### src/rtl/irq_pkg.sv
package irq_pkg;
  localparam int NSRC  = 9;
  localparam int IDX_W = $clog2(NSRC);

  // source indices, highest precedence first
  localparam int S_PSM  = 0;
  localparam int S_EXT0 = 1;
  localparam int S_ADC  = 2;
  localparam int S_TMR0 = 3;
  localparam int S_EXT1 = 4;
  localparam int S_TMR1 = 5;
  localparam int S_SER  = 6;
  localparam int S_UART = 7;
  localparam int S_TMR2 = 8;

  function automatic logic [7:0] vec_of(input logic [IDX_W-1:0] idx);
    logic [4:0] slot;
    case (idx)
      IDX_W'(S_PSM):  slot = 5'd8;
      IDX_W'(S_EXT0): slot = 5'd0;
      IDX_W'(S_ADC):  slot = 5'd6;
      IDX_W'(S_TMR0): slot = 5'd1;
      IDX_W'(S_EXT1): slot = 5'd2;
      IDX_W'(S_TMR1): slot = 5'd3;
      IDX_W'(S_SER):  slot = 5'd7;
      IDX_W'(S_UART): slot = 5'd4;
      default:        slot = 5'd5;
    endcase
    return {slot, 3'b011};
  endfunction
endpackage

### src/rtl/irq_src_flags.sv
module irq_src_flags
  import irq_pkg::*;
(
  input  logic            clk_i,
  input  logic            rst_ni,
  input  logic [4:0]      lvl_req_i,
  input  logic [1:0]      tmr_ovf_i,
  input  logic [1:0]      ext_pin_ni,
  input  logic [1:0]      ext_edge_i,
  input  logic [NSRC-1:0] clr_i,
  output logic [NSRC-1:0] flag_o
);
  logic [1:0] ext_flag, tmr_flag;

  for (genvar g = 0; g < 2; g++) begin : g_pair
    localparam int EXT_POS = 3 * g + 1;
    localparam int TMR_POS = 2 * g + 3;
    logic s1_q, s2_q, fall;

    always_ff @(posedge clk_i or negedge rst_ni) begin
      if (!rst_ni) begin
        s1_q <= 1'b1;
        s2_q <= 1'b1;
      end else begin
        s1_q <= ext_pin_ni[g];
        s2_q <= s1_q;
      end
    end
    assign fall = s2_q & ~s1_q;

    // a new event in the clearing cycle wins
    always_ff @(posedge clk_i or negedge rst_ni) begin
      if (!rst_ni) begin
        ext_flag[g] <= 1'b0;
        tmr_flag[g] <= 1'b0;
      end else begin
        ext_flag[g] <= ext_edge_i[g] ? (fall | (ext_flag[g] & ~clr_i[EXT_POS])) : ~s1_q;
        tmr_flag[g] <= tmr_ovf_i[g] | (tmr_flag[g] & ~clr_i[TMR_POS]);
      end
    end

    a_r7_tmr_cleared: assert property (@(posedge clk_i) disable iff (!rst_ni)
      (clr_i[TMR_POS] && !tmr_ovf_i[g]) |=> !tmr_flag[g]);
  end

  always_comb begin
    flag_o         = '0;
    flag_o[S_PSM]  = lvl_req_i[0];
    flag_o[S_EXT0] = ext_flag[0];
    flag_o[S_ADC]  = lvl_req_i[1];
    flag_o[S_TMR0] = tmr_flag[0];
    flag_o[S_EXT1] = ext_flag[1];
    flag_o[S_TMR1] = tmr_flag[1];
    flag_o[S_SER]  = lvl_req_i[2];
    flag_o[S_UART] = lvl_req_i[3];
    flag_o[S_TMR2] = lvl_req_i[4];
  end
endmodule

### src/rtl/irq_pick.sv
module irq_pick #(
  parameter int N = 9,
  parameter int W = $clog2(N)
) (
  input  logic [N-1:0] req_i,
  output logic         any_o,
  output logic [W-1:0] idx_o
);
  always_comb begin
    idx_o = '0;
    for (int i = N - 1; i >= 0; i--) begin
      if (req_i[i]) idx_o = W'(i);
    end
  end
  assign any_o = |req_i;
endmodule

### src/rtl/irq_level_stack.sv
module irq_level_stack (
  input  logic       clk_i,
  input  logic       rst_ni,
  input  logic       push_hi_i,
  input  logic       push_lo_i,
  input  logic       pop_i,
  output logic [1:0] act_o
);
  logic [1:0] act_q, act_d;

  always_comb begin
    act_d = act_q;
    if (pop_i) begin
      if (act_q[1]) act_d[1] = 1'b0;
      else          act_d[0] = 1'b0;
    end
    if (push_hi_i) act_d[1] = 1'b1;
    if (push_lo_i) act_d[0] = 1'b1;
  end

  always_ff @(posedge clk_i or negedge rst_ni) begin
    if (!rst_ni) act_q <= 2'b00;
    else         act_q <= act_d;
  end

  assign act_o = act_q;

  a_r6_pop_high_first: assert property (@(posedge clk_i) disable iff (!rst_ni)
    (pop_i && act_q[1] && !push_hi_i && !push_lo_i) |=> (!act_q[1] && act_q[0] == $past(act_q[0])));
endmodule

### src/rtl/irq_vec_ctrl.sv
module irq_vec_ctrl
  import irq_pkg::*;
(
  input  logic            clk_i,
  input  logic            rst_ni,
  input  logic            boundary_i,
  input  logic            reti_i,
  input  logic [4:0]      lvl_req_i,
  input  logic [1:0]      tmr_ovf_i,
  input  logic [1:0]      ext_pin_ni,
  input  logic [1:0]      ext_edge_i,
  input  logic [7:0]      en_main_i,
  input  logic [1:0]      en_aux_i,
  input  logic [NSRC-1:0] prio_i,
  output logic            take_o,
  output logic [7:0]      vec_o,
  output logic [1:0]      active_o
);
  logic [NSRC-1:0]  flag, en_vec, pend, clr;
  logic             hi_any, lo_any, hi_go, lo_go, take_d;
  logic [IDX_W-1:0] hi_idx, lo_idx, win_idx;
  logic [1:0]       act;
  logic             take_q;
  logic [7:0]       vec_q;

  irq_src_flags u_flags (
    .clk_i, .rst_ni,
    .lvl_req_i, .tmr_ovf_i, .ext_pin_ni, .ext_edge_i,
    .clr_i (clr),
    .flag_o(flag)
  );

  always_comb begin
    en_vec         = '0;
    en_vec[S_PSM]  = en_aux_i[1];
    en_vec[S_EXT0] = en_main_i[0];
    en_vec[S_ADC]  = en_main_i[6];
    en_vec[S_TMR0] = en_main_i[1];
    en_vec[S_EXT1] = en_main_i[2];
    en_vec[S_TMR1] = en_main_i[3];
    en_vec[S_SER]  = en_aux_i[0];
    en_vec[S_UART] = en_main_i[4];
    en_vec[S_TMR2] = en_main_i[5];
  end

  assign pend = flag & en_vec & {NSRC{en_main_i[7]}};

  irq_pick #(.N(NSRC), .W(IDX_W)) u_pick_hi (
    .req_i(pend & prio_i), .any_o(hi_any), .idx_o(hi_idx));
  irq_pick #(.N(NSRC), .W(IDX_W)) u_pick_lo (
    .req_i(pend & ~prio_i), .any_o(lo_any), .idx_o(lo_idx));

  assign hi_go   = boundary_i & hi_any & ~act[1];
  assign lo_go   = boundary_i & ~hi_go & lo_any & (act == 2'b00);
  assign take_d  = hi_go | lo_go;
  assign win_idx = hi_go ? hi_idx : lo_idx;

  always_comb begin
    clr = '0;
    if (take_d) clr[win_idx] = 1'b1;
  end

  irq_level_stack u_stack (
    .clk_i, .rst_ni,
    .push_hi_i(hi_go),
    .push_lo_i(lo_go),
    .pop_i    (reti_i),
    .act_o    (act)
  );

  always_ff @(posedge clk_i or negedge rst_ni) begin
    if (!rst_ni) begin
      take_q <= 1'b0;
      vec_q  <= 8'h00;
    end else begin
      take_q <= take_d;
      if (take_d) vec_q <= vec_of(win_idx);
    end
  end

  assign take_o   = take_q;
  assign vec_o    = vec_q;
  assign active_o = act;

  a_r9_take_after_boundary: assert property (@(posedge clk_i) disable iff (!rst_ni)
    take_o |-> $past(boundary_i));
  a_r9_vec_held: assert property (@(posedge clk_i) disable iff (!rst_ni)
    !take_o |=> (take_o || $stable(vec_o)));
  a_r3_global_mask: assert property (@(posedge clk_i) disable iff (!rst_ni)
    !en_main_i[7] |=> !take_o);
  a_r6_no_hi_over_hi: assert property (@(posedge clk_i) disable iff (!rst_ni)
    (boundary_i && active_o[1]) |=> !take_o);
  a_r1_vec_low_bits: assert property (@(posedge clk_i) disable iff (!rst_ni)
    take_o |-> (vec_o[2:0] == 3'b011));
endmodule

### config.mk
export PLATFORM = sky130hd
export DESIGN_NAME = irq_vec_ctrl
export DESIGN_NICKNAME = d
export VERILOG_FILES = /design/src/rtl/irq_pkg.sv /design/src/rtl/irq_src_flags.sv /design/src/rtl/irq_pick.sv /design/src/rtl/irq_level_stack.sv /design/src/rtl/irq_vec_ctrl.sv
export SDC_FILE = /design/constraint.sdc
export NUM_CORES = 1
export LEC_CHECK = 0
export BUFFER_PORTS_ARGS = -buffer_cell sky130_fd_sc_hd__buf_4
export CAP_MARGIN = 20
export CORE_UTILIZATION = 52
export CTS_CLUSTER_DIAMETER = 40
export DETAILED_ROUTE_END_ITERATION = 10
export PLACE_DENSITY = 0.92
export SYNTH_ARGS = -nofsm -noshare
export SYNTH_HDL_FRONTEND = slang
export SYNTH_SLANG_ARGS = --single-unit
### constraint.sdc
create_clock -name clk_i -period 3.8 [get_ports clk_i]
set_input_delay 0.57 -clock clk_i [delete_from_list [all_inputs] [get_ports clk_i]]
set_output_delay 0.57 -clock clk_i [all_outputs]
set_load 0.1 [all_outputs]
==> results.sh <==
export IMPL_die_w_um=49.2
export IMPL_crit_path_end_kind="flop"
export IMPL_setup_viol=0
export IMPL_place_congestion=0.912
export IMPL_finalPower_uw=719
export IMPL_synth_top_area_share_pct=26.0
export IMPL_synth_cells=120
export IMPL_period_needed_ns=2.18
export IMPL_core_area_um2=2020
export IMPL_die_height_um=49.2
export IMPL_worst_setup_path_type="input port to flop"
export IMPL_avgRoutedWirePerCell_um=14.2
export IMPL_fmax_mhz=458
export IMPL_crit_fanout=23
export IMPL_finalInstanceArea_um2=1510
export IMPL_drt_total_wl_um=2690
export IMPL_synth_area_um2=1160
export IMPL_numCtsBuffers=3
export IMPL_clk_latency_ns=0.28
export IMPL_drt_initial_drc_count=28
export IMPL_drv_cap=0
export IMPL_seq_area_frac_synth_pct=35.1
export IMPL_port_buffers=42
export IMPL_dr_pass1_iters=4
export IMPL_fin_tns_setup_ns=0
export IMPL_dr_total_vias=1156
export IMPL_postCtsResizedCells=0
export IMPL_start_kind="input port"
export IMPL_yosysTopAreaCell="dfrtp_1"
export IMPL_grt_max_degree=24
export IMPL_power_density_nw_per_um2=477
export IMPL_initial_core_util_pct=57.2
export IMPL_synth_seq_cells=16
export IMPL_synth_area_leaders="dfrtp_1 26%, dfstp_2 9.1%, nand4b_1 5.3%"
export IMPL_synthToLayoutAreaGrowth_pct=30.3
export IMPL_via_per_inst=6.12
export IMPL_hold_class="input port to asynchronous set/reset pin"
export IMPL_ir_drop_mv=0.458
export IMPL_ant_nets=0
export IMPL_required_ns=3.96
export IMPL_grt_first_pass_wirelength_um=4580
export IMPL_drv_slew=0
export IMPL_grt_overflow_total=0
export IMPL_async_reset_ff_share_pct=100
export IMPL_p_leak_uw=0.000682
export IMPL_antennaDiodeCount=0
export IMPL_dp_hpwl_um=2230
export IMPL_outcome="complete, no violations"
export IMPL_synthFlopType="dfrtp_1"
export IMPL_yosysWarnings=0
export IMPL_cts_tree="built"
export IMPL_clock_skew_final_ns=0.00410
export IMPL_io_pins=45
export IMPL_cts_buffer_depth=2
export IMPL_htreeDepth=1
export IMPL_synth_edff_count=0
export IMPL_path_clk_slew_ns=0.09
export IMPL_drive_gt1_share_pct=39.5
export IMPL_nets=197
export IMPL_grt_use_total_pct=24.4
export IMPL_clock_sinks=16
export IMPL_rows=16
export IMPL_antenna_found_initial=0
export IMPL_hold_violations=0
export IMPL_holdBufCountCts=0
export IMPL_post_cts_setup_buffers=0
export IMPL_rsz0062_at_grt="no"
export IMPL_die_area_um2=2420
export IMPL_syn_area_per_cell_um2=9.63
export IMPL_drc_errors=0
export IMPL_place_area_um2=1470
export IMPL_grt_pass1_vias=1088
export IMPL_worst_ep_arrival_time_ns=2.34
export IMPL_root_buffer="clkbuf_4"
export IMPL_synth_cell_types=48
export IMPL_finalCritPeriodShare_pct=57.4
cell usage in the layout, fill, tap and decap left out, types with 2 or more instances in the layout:
master / count
buf_4: 42
dfrtp_1: 12
nand2_1: 8
nand4b_1: 7
nand4_1: 7
nor2_1: 7
nand3_1: 6
o21ai_0: 6
and4b_1: 5
inv_1: 4
nand4_2: 4
dfstp_2: 4
nor2b_1: 3
and4_1: 3
o21ai_1: 3
a21oi_1: 3
a21o_1: 3
clkbuf_4: 3
nand2b_1: 2
conb_1: 2
layer usage:
layer	vias up	track usage (%)	wire [µm]
li1	555	-	-
met3	8	7.48	203
met4	0	8.33	66
met2	50	42.0	1350
met1	543	28.5	1070
met5	-	0	0
cell families after synthesis:
family / synth area share (%)
AOI/OAI and AO/OA: 21.8
buffers and inverters: 4.65
DFF: 35.1
other: 0.324
and+or+nand+nor: 38.2
where the power goes:
group / switching, µW / internal [µW]
Combinational: 284 / 107
Clock: 49.5 / 58.3
Sequential: 19.2 / 201
Total: 353 / 366
registers in the layout, indices dropped and copies added, names as in the netlist:
signal	count
take_o	1
u_flags.flag_o	4
u_flags.g_pair.s1_q	2
u_flags.g_pair.s2_q	2
u_stack.act_o	2
vec_o	5
synthesized netlist by cell type, drive strengths merged, types with 4 or more instances:
cell type and number:
dfrtp 12, nand4 12, nand2 9, o21ai 9, nor2 8, nand4b 7
nand3 6, and4b 5, buf 5, dfstp 4, inv 4
critical path, cell delays in order:
cell      delay, ns
buf_4          0.22
nand4_1        0.25
nand4_1        0.21
o31a_4         0.18
o22ai_2        0.14
a211o_1        0.36
o311ai_1       0.30
o21ai_1        0.11
area by class of cell:
| type | instances | area [µm²] |
|---|---|---|
| multi-input cells | 96 | 701 |
| fillers | 151 | 515 |
| flip-flops and latches | 16 | 405 |
| repair buffers | 42 | 315 |
| clock buffers | 4 | 36.3 |
| well taps | 27 | 33.8 |
| inverters | 4 | 15.0 |
worst paths after layout:
| path | startpoint | end | slack (ns) | cells past startpoint |
|---|---|---|---|---|
| max reg2reg | u_flags.flag_o[4]$_DFF_PN0_ | u_flags.flag_o[3]$_DFF_PN0_ | 1.72 | 7 |
| min | rst_ni | vec_o[1]$_DFFE_PN0P_ | 0.12 | 1 |
| min in group clk_i | u_flags.g_pair[1].s1_q$_DFF_PN1_ | u_flags.g_pair[1].s2_q$_DFF_PN1_ | 0.37 | 0 |
| max in group asynchronous | rst_ni | u_flags.g_pair[0].s2_q$_DFF_PN1_ | 3.43 | 1 |
| max | en_main_i[7] | u_flags.flag_o[4]$_DFF_PN0_ | 1.62 | 8 |
| min reg2reg | u_flags.g_pair[1].s1_q$_DFF_PN1_ | u_flags.g_pair[1].s2_q$_DFF_PN1_ | 0.37 | 0 |
per-stage QoR:
step,setup slack [ns],cells,utilization [%],hold slack [ns]
5_1_grt,1.52,189,74.5,0.121
4_1_cts,1.68,189,74.5,0.119
2_1_floorplan,1.57,121,-,0.274
3_3_place_gp,1.45,185,72.7,0.357
6_report,1.62,189,74.5,0.123
3_5_place_dp,1.39,185,72.7,0.361
No activity file was read; power rests on OpenSTA's default activity.
